===== src/rtl/vid_irq_pkg.sv =====
package vid_irq_pkg;
    localparam int REG_W    = 8;
    localparam int NUM_SRC  = 4;
    localparam int SEL_W    = 2;
    // compact source indices
    localparam int IDX_VR   = 0;
    localparam int IDX_SB   = 1;
    localparam int IDX_SS   = 2;
    localparam int IDX_HR   = 3;
    // register bit positions
    localparam int BIT_IRQ  = 7;
    localparam int BIT_XEN  = 6;
    localparam logic [NUM_SRC-1:0] EXT_SRC = NUM_SRC'(1) << IDX_HR;

    typedef enum logic [SEL_W-1:0] {
        SEL_STATUS = 2'd0,
        SEL_MASK   = 2'd1,
        SEL_EXT    = 2'd2,
        SEL_NONE   = 2'd3
    } reg_sel_e;

    typedef struct packed {
        logic [NUM_SRC-1:0] mask;
        logic               ext_en;
    } ctrl_t;

    function automatic int src_pos(input int idx);
        return (idx == IDX_HR) ? 4 : idx;
    endfunction

    function automatic logic [REG_W-1:0] expand(input logic [NUM_SRC-1:0] c);
        logic [REG_W-1:0] r;
        r = '0;
        for (int i = 0; i < NUM_SRC; i++) r[src_pos(i)] = c[i];
        return r;
    endfunction
endpackage


===== src/rtl/vid_irq_latch.sv =====
module vid_irq_latch #(
    parameter int N = 4
) (
    input  logic         clk,
    input  logic         rst_n,
    input  logic [N-1:0] evt_i,
    input  logic [N-1:0] ack_i,
    output logic [N-1:0] q_o
);
    logic [N-1:0] stat_d, stat_q;

    always_comb begin
        for (int i = 0; i < N; i++) begin
            // event has priority over acknowledge
            stat_d[i] = evt_i[i] | (stat_q[i] & ~ack_i[i]);
        end
    end

    always_ff @(posedge clk or negedge rst_n) begin
        if (!rst_n) stat_q <= '0;
        else        stat_q <= stat_d;
    end

    assign q_o = stat_q;

    genvar g;
    generate
        for (g = 0; g < N; g++) begin : g_chk
            a_r1_evt_sets: assert property (@(posedge clk) disable iff (!rst_n)
                evt_i[g] |=> q_o[g]);
            a_r4_ack_clears: assert property (@(posedge clk) disable iff (!rst_n)
                (ack_i[g] && !evt_i[g]) |=> !q_o[g]);
            a_r3_hold: assert property (@(posedge clk) disable iff (!rst_n)
                (!ack_i[g] && !evt_i[g]) |=> $stable(q_o[g]));
        end
    endgenerate
endmodule


===== src/rtl/vid_irq_gate.sv =====
module vid_irq_gate #(
    parameter int N = 4,
    parameter logic [N-1:0] EXT = '0
) (
    input  logic [N-1:0] pend_i,
    input  logic [N-1:0] mask_i,
    input  logic         ext_en_i,
    output logic         irq_o
);
    logic [N-1:0] allow;

    always_comb begin
        allow = ext_en_i ? {N{1'b1}} : ~EXT;
        irq_o = |(pend_i & mask_i & allow);
    end
endmodule


===== src/rtl/vid_irq_ctrl.sv =====
module vid_irq_ctrl
    import vid_irq_pkg::*;
(
    input  logic             clk,
    input  logic             rst_n,
    input  logic             evt_vraster,
    input  logic             evt_spr_bg,
    input  logic             evt_spr_spr,
    input  logic             evt_hraster,
    input  logic [SEL_W-1:0] reg_sel,
    input  logic             wr_en,
    input  logic [REG_W-1:0] wr_data,
    output logic [REG_W-1:0] rd_data,
    output logic             irq_o
);
    logic [NUM_SRC-1:0] evt_vec, wr_cmp, ack_vec, pend;
    ctrl_t              ctrl_d, ctrl_q;
    reg_sel_e           sel;

    assign sel = reg_sel_e'(reg_sel);

    always_comb begin
        evt_vec         = '0;
        evt_vec[IDX_VR] = evt_vraster;
        evt_vec[IDX_SB] = evt_spr_bg;
        evt_vec[IDX_SS] = evt_spr_spr;
        evt_vec[IDX_HR] = evt_hraster;
    end

    genvar g;
    generate
        for (g = 0; g < NUM_SRC; g++) begin : g_pick
            localparam int P = src_pos(g);
            assign wr_cmp[g] = wr_data[P];
        end
    endgenerate

    assign ack_vec = (wr_en && sel == SEL_STATUS) ? wr_cmp : '0;

    vid_irq_latch #(.N(NUM_SRC)) u_latch (
        .clk   (clk),
        .rst_n (rst_n),
        .evt_i (evt_vec),
        .ack_i (ack_vec),
        .q_o   (pend)
    );

    vid_irq_gate #(.N(NUM_SRC), .EXT(EXT_SRC)) u_gate (
        .pend_i   (pend),
        .mask_i   (ctrl_q.mask),
        .ext_en_i (ctrl_q.ext_en),
        .irq_o    (irq_o)
    );

    always_comb begin
        ctrl_d = ctrl_q;
        if (wr_en && sel == SEL_MASK) ctrl_d.mask   = wr_cmp;
        if (wr_en && sel == SEL_EXT)  ctrl_d.ext_en = wr_data[BIT_XEN];
    end

    always_ff @(posedge clk or negedge rst_n) begin
        if (!rst_n) ctrl_q <= '0;
        else        ctrl_q <= ctrl_d;
    end

    always_comb begin
        rd_data = '0;
        case (sel)
            SEL_STATUS: begin
                rd_data          = expand(pend);
                rd_data[BIT_IRQ] = irq_o;
            end
            SEL_MASK:   rd_data = expand(ctrl_q.mask);
            SEL_EXT:    rd_data[BIT_XEN] = ctrl_q.ext_en;
            default:    rd_data = '0;
        endcase
    end

    a_r8_mask_zero: assert property (@(posedge clk) disable iff (!rst_n)
        (ctrl_q.mask == '0) |-> !irq_o);
    a_r7_ext_gate: assert property (@(posedge clk) disable iff (!rst_n)
        (!ctrl_q.ext_en && ((pend & ctrl_q.mask & ~EXT_SRC) == '0)) |-> !irq_o);
    a_r6_irq_holds: assert property (@(posedge clk) disable iff (!rst_n)
        (irq_o && !wr_en) |=> irq_o);
    a_r9_irq_flag: assert property (@(posedge clk) disable iff (!rst_n)
        (sel == SEL_STATUS) |-> (rd_data[BIT_IRQ] == irq_o));
    a_r11_none_reads_zero: assert property (@(posedge clk) disable iff (!rst_n)
        (sel == SEL_NONE) |-> (rd_data == '0));
endmodule


===== config.mk =====
export PLATFORM = sky130hd
export DESIGN_NAME = vid_irq_ctrl
export DESIGN_NICKNAME = d
export VERILOG_FILES = /design/src/rtl/vid_irq_pkg.sv /design/src/rtl/vid_irq_latch.sv /design/src/rtl/vid_irq_gate.sv /design/src/rtl/vid_irq_ctrl.sv
export SDC_FILE = /design/constraint.sdc
export NUM_CORES = 1
export LEC_CHECK = 0
export BUFFER_PORTS_ARGS = -buffer_cell sky130_fd_sc_hd__buf_4
export CAP_MARGIN = 20
export CORE_AREA = 4 4 43 45
export DETAILED_ROUTE_END_ITERATION = 8
export DIE_AREA = 0 0 47 49
export PLACE_DENSITY = 0.68
export REMOVE_ABC_BUFFERS = 1
export SYNTH_ARGS = -nofsm -noshare
export SYNTH_HDL_FRONTEND = slang
export SYNTH_SLANG_ARGS = --single-unit

===== constraint.sdc =====
create_clock -name clk -period 0.8 [get_ports clk]
set_input_delay 0.04 -clock clk [delete_from_list [all_inputs] [get_ports clk]]
set_output_delay 0.04 -clock clk [all_outputs]
set_load 0.03 [all_outputs]

==> impl_results.rst, run 1 <==
.. list-table::
   :header-rows: 1

   * - Metric
     - Value
   * - Via count of the first global-routing pass
     - about 540
   * - Setup repair after global routing missed its margin
     - true
   * - Total Wirelength
     - ~1.5 mm
   * - Effective utilization at floorplan
     - 0.364
   * - Die Width
     - between 40 and 50 um
   * - Register clock-pin slew on the reported worst setup and hold paths
     - roughly 0.060 ns
   * - Remaining routing DRC violations
     - 0
   * - Run status
     - complete, but fails checks
   * - Achievable Freq
     - 699 MHz
   * - Finished Core Util
     - 0.616
   * - Total clock buffers created by CTS
     - 3
   * - Cell count after synthesis
     - 42
   * - Filler instances
     - 126
   * - Die ar.
     - approximately 2300 um^2
   * - Number of distinct standard cells referenced by the synthesized netlist
     - 16
   * - Global-route wire length before repair
     - roughly 2.4 mm
   * - Maximum clock path buffer count
     - 2
   * - I/O pin count
     - 26
   * - Height of the chip
     - 49 um
   * - Worst-skew pair later-pin latency
     - 0.26 ns
   * - Max-cap violations
     - 0
   * - Worst Path Arrival
     - between 1 and 1.5 ns
   * - HPWL after detailed placement
     - around 1.1 mm
   * - Maximum vdd ir drop
     - around 0.96 mV
   * - Number of clock sinks seen by CTS
     - 9
   * - Startpoint type of the worst setup path
     - flip-flop
   * - Crit path capture type
     - primary output
   * - Ratio of cells with drive above 1 in the final layout
     - 0.548
   * - Root buffer cell
     - sky130_fd_sc_hd__clkbuf_4
   * - Share of the cycle needed by the critical path after routing
     - 1.79
   * - Number of nets in the layout
     - approximately 100
   * - # setup viols final
     - 12
   * - Per-instance average area after synthesis
     - 12.8 um^2
   * - Ratio of routed vias to standard cells
     - just under 5
   * - Pin count of the biggest net entering global routing
     - 13
   * - Number of pins exceeding their max-slew limit in the final report
     - 0
   * - Required time reported for the critical path endpoint
     - 0.76 ns
   * - Final-layout setup total negative slack
     - -3.83 ns
   * - Synth warnings
     - 0
   * - Antenna violations before repair
     - 0
   * - Register area share after synthesis
     - 0.421
   * - Power density relative to cell area
     - between 1500 and 2000 nW/um^2
   * - Depth of the worst register-to-register path
     - 3
   * - Violation count after the first detailed-route iteration
     - 7
   * - Library cell with the largest summed area after synthesis
     - sky130_fd_sc_hd__dfrtp_1
   * - Biggest area contributors in the synthesized netlist
     - sky130_fd_sc_hd__dfrtp_1 42%, sky130_fd_sc_hd__mux2_4 14%, sky130_fd_sc_hd__nand4bb_1 8.4%
   * - TritonCTS clock tree
     - done
   * - Type of the setup path with the least slack
     - flip-flop to primary output
   * - Minimum period implied by the final worst setup slack
     - around 1.4 ns
   * - Pleak
     - around 0.00045 uW
   * - Port Buf Inserts
     - 20
   * - Worst min-delay path class
     - primary input to flip-flop
   * - Total area of multi-input combinational cells
     - 277 um^2
   * - Final Hold Fails
     - 0
   * - Area Growth Syn to Fin
     - 69.2%
   * - Netlist Area Pre-Place
     - between 500 and 600 um^2
   * - Number of nets still failing antenna checks after routing
     - 0
   * - Hold Crit Depth
     - 2
   * - Worst-path fanout max
     - 2
   * - Final antenna diode count
     - 0
   * - Routed wirelength normalized by instance count
     - roughly 15 um
   * - Worst-case setup margin in the final layout
     - -0.631 ns
   * - Weighted congestion reported at the end of routability-driven placement
     - between 0.6 and 0.7
   * - Area of the core
     - approximately 1500 um^2
   * - Area of all sequential standard cells
     - roughly 230 um^2
   * - Via Count
     - 493
   * - Overflow left after global routing
     - 0
   * - Violated checks
     - setup timing
   * - Worst Skew
     - 0 ns
   * - Number of detailed-routing iterations run before antenna repair
     - 5
   * - Total number of placement rows
     - 14
   * - Overall fraction of global-route tracks in use
     - 0.147
   * - Synthesis-stage register bit count
     - 9
   * - Area fraction of the dominant cell type after synthesis
     - 0.421
   * - Maximum level of the CTS H-tree
     - 1
-- stage by stage --
stage / area [um^2] / hold slack, ns / cells / power (uW) / worst slack [ns]
finish: 906 / 0.00928 / 100 / 1540 / -0.631
global route: 906 / 0.0145 / 100 / 1630 / -0.733
CTS: 880 / 0.0114 / 98 / 1490 / -0.629
detailed placement: 769 / -0.131 / 88 / 1070 / -0.344
global placement: 769 / -0.135 / 88 / 1050 / -0.307
floorplan: 502 / -0.256 / 39 / 795 / -0.470
-- routing by layer --
| layer | vias to the layer above | global-route usage | share of wire |
|---|---|---|---|
| met5 | - | 0 | 0 |
| met2 | 24 | 0.217 | 0.49 |
| met4 | 0 | 0.111 | 0.029 |
| met3 | 4 | 0.0148 | 0.081 |
| met1 | 230 | 0.186 | 0.40 |
| li1 | 235 | - | - |
-- logic make-up after synthesis --
logic type,share of synthesized area
buf+inv,0.0701
flops,0.421
mux,0.215
other cells,0.00700
compound gates,0.0888
simple gates,0.199
-- flip-flops by register name, indices dropped and copies added, names as in the netlist --
name and flops:
ctrl_q 5, u_latch.q_o 4
-- critical path, stage by stage, from the launching register on --
cell	delay, ns
sky130_fd_sc_hd__dfrtp_1	0.38
sky130_fd_sc_hd__a222oi_1	0.42
sky130_fd_sc_hd__a211oi_1	0.13
sky130_fd_sc_hd__buf_4	0.19
-- path summary, 6_finish.rpt --
path,start,end,slack [ns]
min,wr_data[1],ctrl_q[2]$_DFFE_PN0P_,0.009
max,u_latch.q_o[2]$_DFF_PN0_,rd_data[7],-0.63
max reg2reg,ctrl_q[3]$_DFFE_PN0P_,ctrl_q[3]$_DFFE_PN0P_,-0.21
min reg2reg,u_latch.q_o[1]$_DFF_PN0_,u_latch.q_o[1]$_DFF_PN0_,0.58
max in group asynchronous,rst_n,ctrl_q[1]$_DFFE_PN0P_,0.52
min in group asynchronous,rst_n,ctrl_q[3]$_DFFE_PN0P_,0.13
-- Yosys cell counts --
library cell	count
sky130_fd_sc_hd__nand4bb_1	4
sky130_fd_sc_hd__nand3_1	1
sky130_fd_sc_hd__buf_6	2
sky130_fd_sc_hd__nand3b_1	1
sky130_fd_sc_hd__buf_4	2
sky130_fd_sc_hd__nand3b_4	1
sky130_fd_sc_hd__mux2i_1	4
sky130_fd_sc_hd__conb_1	1
sky130_fd_sc_hd__dfrtp_1	9
sky130_fd_sc_hd__nor2_1	4
sky130_fd_sc_hd__a21o_1	4
sky130_fd_sc_hd__and3b_2	1
sky130_fd_sc_hd__mux2_4	5
sky130_fd_sc_hd__a211oi_1	1
sky130_fd_sc_hd__nand2_1	1
sky130_fd_sc_hd__a222oi_1	1
-- cell type report --
type,instances,share of cell area
clock buffers,4,0.0290
well taps,16,0.0221
flip-flops and latches,9,0.249
multi-input cells,30,0.305
repair buffers,41,0.395
-- timing repair --
item	CTS	global route
resized for setup	7	5
hold buffers	5	0
buffers inserted	1	4
hold endpoints to repair	13	0
pin swaps	5	6
endpoints found under the setup margin	12	12
-- power by group --
| group | internal, uW | switching, uW | total [uW] |
|---|---|---|---|
| Combinational | 380 | 257 | 638 |
| Sequential | 511 | 40.0 | 551 |
| Clock | 192 | 162 | 355 |
-- cells in the final DEF (no fill, tap or decap) --
cell type | netlist | routed
sky130_fd_sc_hd__mux2_4 | 5 | 5
sky130_fd_sc_hd__a211oi_1 | 1 | 1
sky130_fd_sc_hd__buf_4 | 2 | 26
sky130_fd_sc_hd__clkbuf_1 | 0 | 1
sky130_fd_sc_hd__and3b_2 | 1 | 1
sky130_fd_sc_hd__nand4bb_1 | 4 | 4
sky130_fd_sc_hd__dfrtp_1 | 9 | 9
sky130_fd_sc_hd__a21o_1 | 4 | 4
sky130_fd_sc_hd__nor2_1 | 4 | 4
sky130_fd_sc_hd__nand3_1 | 1 | 1
sky130_fd_sc_hd__clkbuf_4 | 0 | 3
sky130_fd_sc_hd__nand3b_1 | 1 | 1
sky130_fd_sc_hd__a222oi_1 | 1 | 1
sky130_fd_sc_hd__buf_6 | 2 | 10
sky130_fd_sc_hd__nand2_1 | 1 | 1
sky130_fd_sc_hd__dlygate4sd3_1 | 0 | 5
sky130_fd_sc_hd__nand3b_4 | 1 | 1
sky130_fd_sc_hd__conb_1 | 1 | 2
sky130_fd_sc_hd__mux2i_1 | 4 | 4
(Power assumes the default switching activity.)
==> inputs of run 2 (changes only) <==
--- a/config.mk
+++ b/config.mk
@@ -5,12 +5,12 @@
 export SDC_FILE = /design/constraint.sdc
 export NUM_CORES = 1
 export LEC_CHECK = 0
+export ABC_AREA = 1
 export BUFFER_PORTS_ARGS = -buffer_cell sky130_fd_sc_hd__buf_4
 export CAP_MARGIN = 20
-export CORE_AREA = 4 4 43 45
+export CORE_AREA = 4 4 45 57
 export DETAILED_ROUTE_END_ITERATION = 8
-export DIE_AREA = 0 0 47 49
-export PLACE_DENSITY = 0.68
+export DIE_AREA = 0 0 49 61
 export REMOVE_ABC_BUFFERS = 1
 export SYNTH_ARGS = -nofsm -noshare
 export SYNTH_HDL_FRONTEND = slang
==> impl_results.rst, run 2 <==
.. list-table::
   :header-rows: 1

   * - Metric
     - Value
   * - Startpoint type of the worst setup path
     - flip-flop
   * - Violation count after the first detailed-route iteration
     - 6
   * - Number of nets still failing antenna checks after routing
     - 0
   * - Register clock-pin slew on the reported worst setup and hold paths
     - approximately 0.060 ns
   * - Via count of the first global-routing pass
     - 575
   * - Cell internal pwr
     - a little under 1000 uW
   * - # setup viols final
     - 7
   * - Overflow left after global routing
     - 0
   * - Worst-case setup margin in the final layout
     - -0.357 ns
   * - P_sw
     - just under 500 uW
   * - Synthesis-stage register bit count
     - 9
   * - Maximum level of the CTS H-tree
     - 1
   * - Post-route non-filler standard cell count
     - 131
   * - Number of pins exceeding their max-slew limit in the final report
     - 0
   * - Total number of placement rows
     - 18
   * - Die ar.
     - 2990 um^2
   * - Worst min-delay path class
     - primary input to flip-flop
   * - Final antenna diode count
     - 0
   * - Worst-path fanout max
     - 2
   * - Flip-flop count of the largest register after layout
     - 5
   * - Root buffer cell
     - sky130_fd_sc_hd__clkbuf_4
   * - Cell count after synthesis
     - 72
   * - TritonCTS clock tree
     - done
   * - Filler instances
     - around 200
   * - Power share of the sequential group
     - 0.366
   * - Share of the cycle needed by the critical path after routing
     - 1.45
   * - Height of the chip
     - 61 um
   * - Register area share after synthesis
     - 0.452
   * - End of the worst register-to-register path
     - ctrl_q[0]$_DFFE_PN0P_
   * - I/O pin count
     - 26
   * - Switching share of total power
     - 0.332
   * - Netlist Area Pre-Place
     - roughly 500 um^2
   * - Worst Hold Margin
     - roughly 0.017 ns
   * - Comb power frac
     - 0.385
   * - Most common cell after layout, fill and taps aside
     - sky130_fd_sc_hd__nand2_1
   * - Port Buf Inserts
     - 20
   * - Weighted congestion reported at the end of routability-driven placement
     - around 0.75
   * - Ratio of cells with drive above 1 in the final layout
     - 0.468
   * - Most repeated cell in the gate-level netlist after synthesis
     - sky130_fd_sc_hd__nand2_1
   * - Synth warnings
     - 0
   * - Source of the worst register-to-register timing path
     - ctrl_q[0]$_DFFE_PN0P_
   * - Hold Crit Depth
     - 3
   * - Minimum period implied by the final worst setup slack
     - about 1.2 ns
   * - Crit path capture type
     - primary output
   * - Per-instance average area after synthesis
     - approximately 6.9 um^2
   * - Worst-case hold path end point
     - ctrl_q[4]$_DFFE_PN0P_
   * - Remaining routing DRC violations
     - 0
   * - Post-synth ARST share
     - 1.00
   * - Antenna violations before repair
     - 0
   * - R2r setup slk
     - 0.06 ns
   * - Area Growth Syn to Fin
     - 83.2%
   * - Max-cap violations
     - 0
   * - Achievable Freq
     - 864 MHz
   * - Library cell with the largest summed area after synthesis
     - sky130_fd_sc_hd__dfrtp_1
   * - Run status
     - complete, but fails checks
   * - HPWL after detailed placement
     - 1.03 mm
   * - Worst-skew pair later-pin latency
     - 0.26 ns
   * - Power share of the clock group
     - 0.249
   * - Most flops, register
     - ctrl_q
   * - Die Width
     - ~49 um
   * - Pin count of the biggest net entering global routing
     - 11
   * - Area fraction of the dominant cell type after synthesis
     - 0.452
   * - Worst Path Arrival
     - around 1.1 ns
   * - Area of the core
     - slightly below 2000 um^2
   * - Overall fraction of global-route tracks in use
     - 0.103
   * - Number of detailed-routing iterations run before antenna repair
     - 4
   * - Ratio of routed vias to standard cells
     - between 4 and 5
   * - Global-route wire length before repair
     - approximately 2.3 mm
   * - Pleak
     - about 0.0005 uW
   * - Total clock buffers created by CTS
     - 3
   * - Most frequently used flop master after synthesis
     - sky130_fd_sc_hd__dfrtp_1
   * - Maximum vdd ir drop
     - approximately 0.86 mV
   * - Number of distinct standard cells referenced by the synthesized netlist
     - 12
   * - Type of the setup path with the least slack
     - flip-flop to primary output
   * - Number of clock sinks seen by CTS
     - 9
   * - Highest-count cells in the layout ignoring fill and taps
     - 22 x sky130_fd_sc_hd__nand2_1, 20 x sky130_fd_sc_hd__buf_4, 12 x sky130_fd_sc_hd__nand2_2, 12 x sky130_fd_sc_hd__buf_6, 10 x sky130_fd_sc_hd__nand3_1
   * - Worst Skew
     - 0 ns
   * - Final Hold Fails
     - 0
   * - Worst hold path startpoint
     - wr_data[4]
   * - Via Count
     - between 500 and 600
   * - Depth of the worst register-to-register path
     - 3
   * - Setup repair after global routing missed its margin
     - true
   * - Leading post-synthesis cells by instance count
     - 35 x sky130_fd_sc_hd__nand2_1, 10 x sky130_fd_sc_hd__nand3_1, 9 x sky130_fd_sc_hd__dfrtp_1
   * - Number of nets in the layout
     - around 130
   * - Violated checks
     - setup timing
   * - Maximum clock path buffer count
     - 2
   * - Number of flops mapped to enable cells by yosys
     - 0
   * - Routed wirelength normalized by instance count
     - ~11 um
   * - Total Wirelength
     - 1.42 mm
   * - Effective utilization at floorplan
     - 0.251
   * - Cell Count Post-Placement
     - 121
   * - Biggest area contributors in the synthesized netlist
     - sky130_fd_sc_hd__dfrtp_1 45%, sky130_fd_sc_hd__nand2_1 26%, sky130_fd_sc_hd__nand3_1 10%
   * - Required time reported for the critical path endpoint
     - 0.76 ns
   * - Power density relative to cell area
     - 1600 nW/um^2
==> run 2: cell count changes after synthesis, sizes merged, moves of 2 or more <==
| cell | before | now |
|---|---|---|
| mux2 | 5 | 0 |
| a21o | 4 | 0 |
| nand3 | 1 | 10 |
| nand3b | 2 | 0 |
| nand2 | 1 | 35 |
| mux2i | 4 | 0 |
| inv | 0 | 8 |
| nand4bb | 4 | 0 |
==> run 2: worst max path at each step <==
stage | from | endpoint | slack (ns) | cells past startpoint
after floorplan | u_latch.q_o[3]$_DFF_PN0_ | rd_data[7] | -0.15 | 4
after global placement | ctrl_q[0]$_DFFE_PN0P_ | rd_data[7] | -0.09 | 5
after detailed placement | ctrl_q[0]$_DFFE_PN0P_ | rd_data[7] | -0.09 | 5
after CTS | u_latch.q_o[3]$_DFF_PN0_ | rd_data[7] | -0.38 | 5
after global routing | ctrl_q[2]$_DFFE_PN0P_ | rd_data[7] | -0.42 | 5
final | ctrl_q[1]$_DFFE_PN0P_ | rd_data[7] | -0.36 | 5
==> run 2: cell families (layout without fill, tap and decap cells) <==
family	Yosys count	count (layout)	share of synthesized area
simple gates	50	50	0.430
buf+inv	11	49	0.100
other cells	1	2	0.00753
flops	9	9	0.452
compound gates	1	1	0.0100
==> run 2: layout make-up <==
| cell class | instances | area (um^2) | area share |
|---|---|---|---|
| Timing Repair Buffer | 37 | 335 | 0.368 |
| Clock buffer | 4 | 26.3 | 0.0288 |
| Tap cell | 20 | 25.0 | 0.0274 |
| Sequential cell | 9 | 225 | 0.247 |
| Multi-Input combinational cell | 53 | 270 | 0.296 |
| Inverter | 8 | 30.0 | 0.0329 |
==> run 2: per-layer routing <==
| layer | share of wire | track usage |
|---|---|---|
| met1 | 0.40 | 0.107 |
| met2 | 0.53 | 0.179 |
| met3 | 0.044 | 0.0197 |
| met4 | 0.031 | 0.0923 |
| met5 | 0 | 0 |
==> run 2: worst max-delay path, stage by stage, from the launching register on <==
cell and delay (ns):
sky130_fd_sc_hd__dfrtp_1 0.40, sky130_fd_sc_hd__nand2_1 0.09, sky130_fd_sc_hd__nand2_2 0.05, sky130_fd_sc_hd__nor2_2 0.11
sky130_fd_sc_hd__nor2_1 0.04, sky130_fd_sc_hd__buf_4 0.16
==> run 2: timing repair <==
| item | 4_1_cts | 5_1_grt |
|---|---|---|
| hold buffers | 5 | 0 |
| pin swaps | 6 | 9 |
| endpoints found under the hold margin | 13 | 0 |
| setup endpoints to repair | 7 | 8 |
| buffers inserted | 1 | 3 |
| resized for setup | 21 | 11 |
==> run 2: metrics by stage <==
stage | total power [uW] | utilization | cell area (um^2) | setup slack (ns) | TNS [ns]
floorplan | 751 | - | 482 | -0.147 | -0.147
global placement | 973 | 0.373 | 739 | -0.0875 | -0.260
detailed placement | 980 | 0.373 | 739 | -0.0926 | -0.294
CTS | 1450 | 0.450 | 892 | -0.377 | -2.13
global route | 1560 | 0.460 | 912 | -0.422 | -2.40
finish | 1460 | 0.460 | 912 | -0.357 | -2.08
==> run 2: power by group through the flow <==
stage / combinational (uW) / sequential (uW) / clock [uW]
after floorplan: 213 / 538 / 0
after global placement: 438 / 535 / 0
after detailed placement: 443 / 537 / 0
after CTS: 543 / 533 / 371
after global routing: 611 / 538 / 415
final: 562 / 534 / 363
==> inputs of run 3 (changes only) <==
--- a/config.mk
+++ b/config.mk
@@ -8,10 +8,11 @@
 export ABC_AREA = 1
 export BUFFER_PORTS_ARGS = -buffer_cell sky130_fd_sc_hd__buf_4
 export CAP_MARGIN = 20
-export CORE_AREA = 4 4 45 57
+export CORE_AREA = 4 4 47 60
 export DETAILED_ROUTE_END_ITERATION = 8
-export DIE_AREA = 0 0 49 61
+export DIE_AREA = 0 0 51 64
 export REMOVE_ABC_BUFFERS = 1
 export SYNTH_ARGS = -nofsm -noshare
 export SYNTH_HDL_FRONTEND = slang
+export SYNTH_HIERARCHICAL = 1
 export SYNTH_SLANG_ARGS = --single-unit
==> impl_results.rst, run 3 <==
.. list-table::
   :header-rows: 1

   * - Metric
     - Value
   * - Minimum period implied by the final worst setup slack
     - approximately 1.2 ns
   * - Type of the setup path with the least slack
     - flip-flop to primary output
   * - Netlist Area Pre-Place
     - 548 um^2
   * - Achievable Freq
     - a little over 800 MHz
   * - Number of flops mapped to enable cells by yosys
     - 0
   * - Cell count after synthesis
     - 78
   * - Worst-skew pair later-pin latency
     - ~0.26 ns
   * - Via count of the first global-routing pass
     - ~600
   * - Flip-flop count of the largest register after layout
     - 5
   * - Required time reported for the critical path endpoint
     - roughly 0.76 ns
   * - Worst Skew
     - 0 ns
   * - Crit path capture type
     - primary output
   * - Most flops, register
     - ctrl_q
   * - Share of the cycle needed by the critical path after routing
     - 1.55
   * - Height of the chip
     - between 60 and 70 um
   * - Number of distinct standard cells referenced by the synthesized netlist
     - 17
   * - HPWL after detailed placement
     - 1.20 mm
   * - Number of pins exceeding their max-slew limit in the final report
     - 0
   * - Number of nets in the layout
     - between 100 and 150
   * - Antenna violations before repair
     - 0
   * - Worst Path Arrival
     - between 1 and 1.5 ns
   * - Violated checks
     - setup timing
   * - Overflow left after global routing
     - 0
   * - Per-instance average area after synthesis
     - between 7 and 8 um^2
   * - Leading post-synthesis cells by instance count
     - 29 x sky130_fd_sc_hd__nand2_1, 12 x sky130_fd_sc_hd__inv_1, 9 x sky130_fd_sc_hd__dfrtp_1
   * - # setup viols final
     - 11
   * - Pleak
     - 0.000544 uW
   * - Number of nets still failing antenna checks after routing
     - 0
   * - Maximum vdd ir drop
     - 0.546 mV
   * - Weighted congestion reported at the end of routability-driven placement
     - ~0.8
   * - Violation count after the first detailed-route iteration
     - 23
   * - Post-route non-filler standard cell count
     - ~160
   * - Startpoint type of the worst setup path
     - flip-flop
   * - Area of all placed cells without fillers
     - 1030 um^2
   * - Number of detailed-routing iterations run before antenna repair
     - 4
   * - Routed wirelength normalized by instance count
     - between 10 and 15 um
   * - TritonCTS clock tree
     - done
   * - Ratio of cells with drive above 1 in the final layout
     - 0.508
   * - Area Growth Syn to Fin
     - 88.8%
   * - Die ar.
     - 3260 um^2
   * - Max-cap violations
     - 0
   * - Root buffer cell
     - sky130_fd_sc_hd__clkbuf_4
   * - Most frequently used flop master after synthesis
     - sky130_fd_sc_hd__dfrtp_1
   * - Power density relative to cell area
     - between 1000 and 1500 nW/um^2
   * - Library cell with the largest summed area after synthesis
     - sky130_fd_sc_hd__dfrtp_1
   * - Total Wirelength
     - roughly 1.6 mm
   * - Effective utilization at floorplan
     - 0.235
   * - Register area share after synthesis
     - 0.411
   * - Worst-path fanout max
     - 2
   * - Area fraction of the dominant cell type after synthesis
     - 0.411
   * - Power, Total
     - ~1500 uW
   * - I/O pin count
     - 26
   * - Worst-case setup margin in the final layout
     - -0.439 ns
   * - Synth warnings
     - 6
   * - Port Buf Inserts
     - 20
   * - Placed cell area
     - between 800 and 900 um^2
   * - Die Width
     - roughly 51 um
   * - Register clock-pin slew on the reported worst setup and hold paths
     - 0.06 ns
   * - Synthesis-stage register bit count
     - 9
   * - Maximum level of the CTS H-tree
     - 1
   * - Area of the core
     - 2330 um^2
   * - Biggest area contributors in the synthesized netlist
     - sky130_fd_sc_hd__dfrtp_1 41%, sky130_fd_sc_hd__nand2_1 20%, sky130_fd_sc_hd__inv_1 8.2%
   * - Pin count of the biggest net entering global routing
     - 10
   * - Total number of placement rows
     - 20
   * - Remaining routing DRC violations
     - 0
   * - Final antenna diode count
     - 0
   * - Global-route wire length before repair
     - 2.57 mm
   * - Overall fraction of global-route tracks in use
     - 0.108
   * - Final Hold Fails
     - 0
   * - Via Count
     - between 600 and 700
   * - Worst min-delay path class
     - primary input to flip-flop
   * - Maximum clock path buffer count
     - 2
   * - Total clock buffers created by CTS
     - 3
   * - Highest-count cells in the layout ignoring fill and taps
     - 25 x sky130_fd_sc_hd__buf_4, 20 x sky130_fd_sc_hd__nand2_1, 12 x sky130_fd_sc_hd__inv_1, 12 x sky130_fd_sc_hd__buf_6, 10 x sky130_fd_sc_hd__nand2_2
   * - Filler instances
     - between 200 and 300
   * - Number of clock sinks seen by CTS
     - 9
   * - Most common cell after layout, fill and taps aside
     - sky130_fd_sc_hd__buf_4
   * - Most repeated cell in the gate-level netlist after synthesis
     - sky130_fd_sc_hd__nand2_1
   * - Run status
     - complete, but fails checks
   * - Ratio of routed vias to standard cells
     - 4.03
   * - Post-synth ARST share
     - 1.00
   * - Cell Count Post-Placement
     - approximately 140
   * - Worst Hold Margin
     - roughly 0.045 ns
   * - Setup repair after global routing missed its margin
     - true
-- run 3: cell count changes after synthesis, moves of 2 or more --
cell | previous run | this run
sky130_fd_sc_hd__nand4_1 | 0 | 6
sky130_fd_sc_hd__nand3_1 | 10 | 6
sky130_fd_sc_hd__inv_1 | 8 | 12
sky130_fd_sc_hd__nand2_1 | 35 | 29
sky130_fd_sc_hd__nor2_1 | 2 | 4
-- run 3: layout make-up --
class | instances | area, um^2 | area share
repair buffers | 43 | 393 | 0.380
clock buffers | 3 | 22.5 | 0.0218
clock inverters | 1 | 5.00 | 0.00484
well taps | 33 | 41.3 | 0.0399
flip-flops and latches | 9 | 225 | 0.218
multi-input cells | 52 | 293 | 0.283
inverters | 14 | 55.1 | 0.0532
-- run 3: timing repair --
action	4_1_cts	5_1_grt
endpoints found under the hold margin	13	0
setup buffers	3	5
resized for setup	15	12
endpoints found under the setup margin	7	9
pin swaps	5	4
hold buffers	5	0
-- run 3: power breakdown --
group	total (uW)	internal, uW	switching, uW
clock network	345	184	160
logic	651	347	304
registers	539	503	36.0
total	1530	1030	500
-- run 3: layer usage --
metal  vias up  track usage  wire [um]
li1        324            -          -
met1       285        0.118        618
met2        14        0.182        889
met3         2       0.0233         92
met4         0       0.0707         13
met5         -            0          0
-- run 3: logic make-up (layout without fill, tap and decap cells) --
logic type    count (synthesis)  count (layout)  synth area share
simple gates                 50              50             0.425
flops                         9               9             0.411
other cells                   1               2           0.00684
buf+inv                      18              61             0.158
-- run 3: final timing paths --
check	end	slack (ns)	depth (start not counted)	from
min reg2reg	u_latch/q_o[2]$_DFF_PN0_	0.59	3	u_latch/q_o[2]$_DFF_PN0_
min in group asynchronous	u_latch/q_o[3]$_DFF_PN0_	0.13	2	rst_n
max in group asynchronous	ctrl_q[4]$_DFFE_PN0P_	0.53	2	rst_n
max	rd_data[6]	-0.44	4	ctrl_q[0]$_DFFE_PN0P_
min	ctrl_q[4]$_DFFE_PN0P_	0.04	3	wr_data[4]
max reg2reg	u_latch/q_o[3]$_DFF_PN0_	-0.07	4	u_latch/q_o[3]$_DFF_PN0_
-- run 3: critical path, cell delays in order (launching register included) --
cell and delay, ns:
sky130_fd_sc_hd__dfrtp_1 0.39, sky130_fd_sc_hd__buf_4 0.14, sky130_fd_sc_hd__buf_6 0.11, sky130_fd_sc_hd__and3_4 0.17, sky130_fd_sc_hd__buf_6 0.13
-- run 3: through the flow --
step | worst slack, ns | setup TNS [ns] | utilization
2_1_floorplan | -0.715 | -0.715 | -
3_3_place_gp | -0.125 | -0.255 | 0.353
3_5_place_dp | -0.123 | -0.301 | 0.353
4_1_cts | -0.411 | -2.29 | 0.422
5_1_grt | -0.516 | -3.14 | 0.445
6_report | -0.439 | -2.55 | 0.445
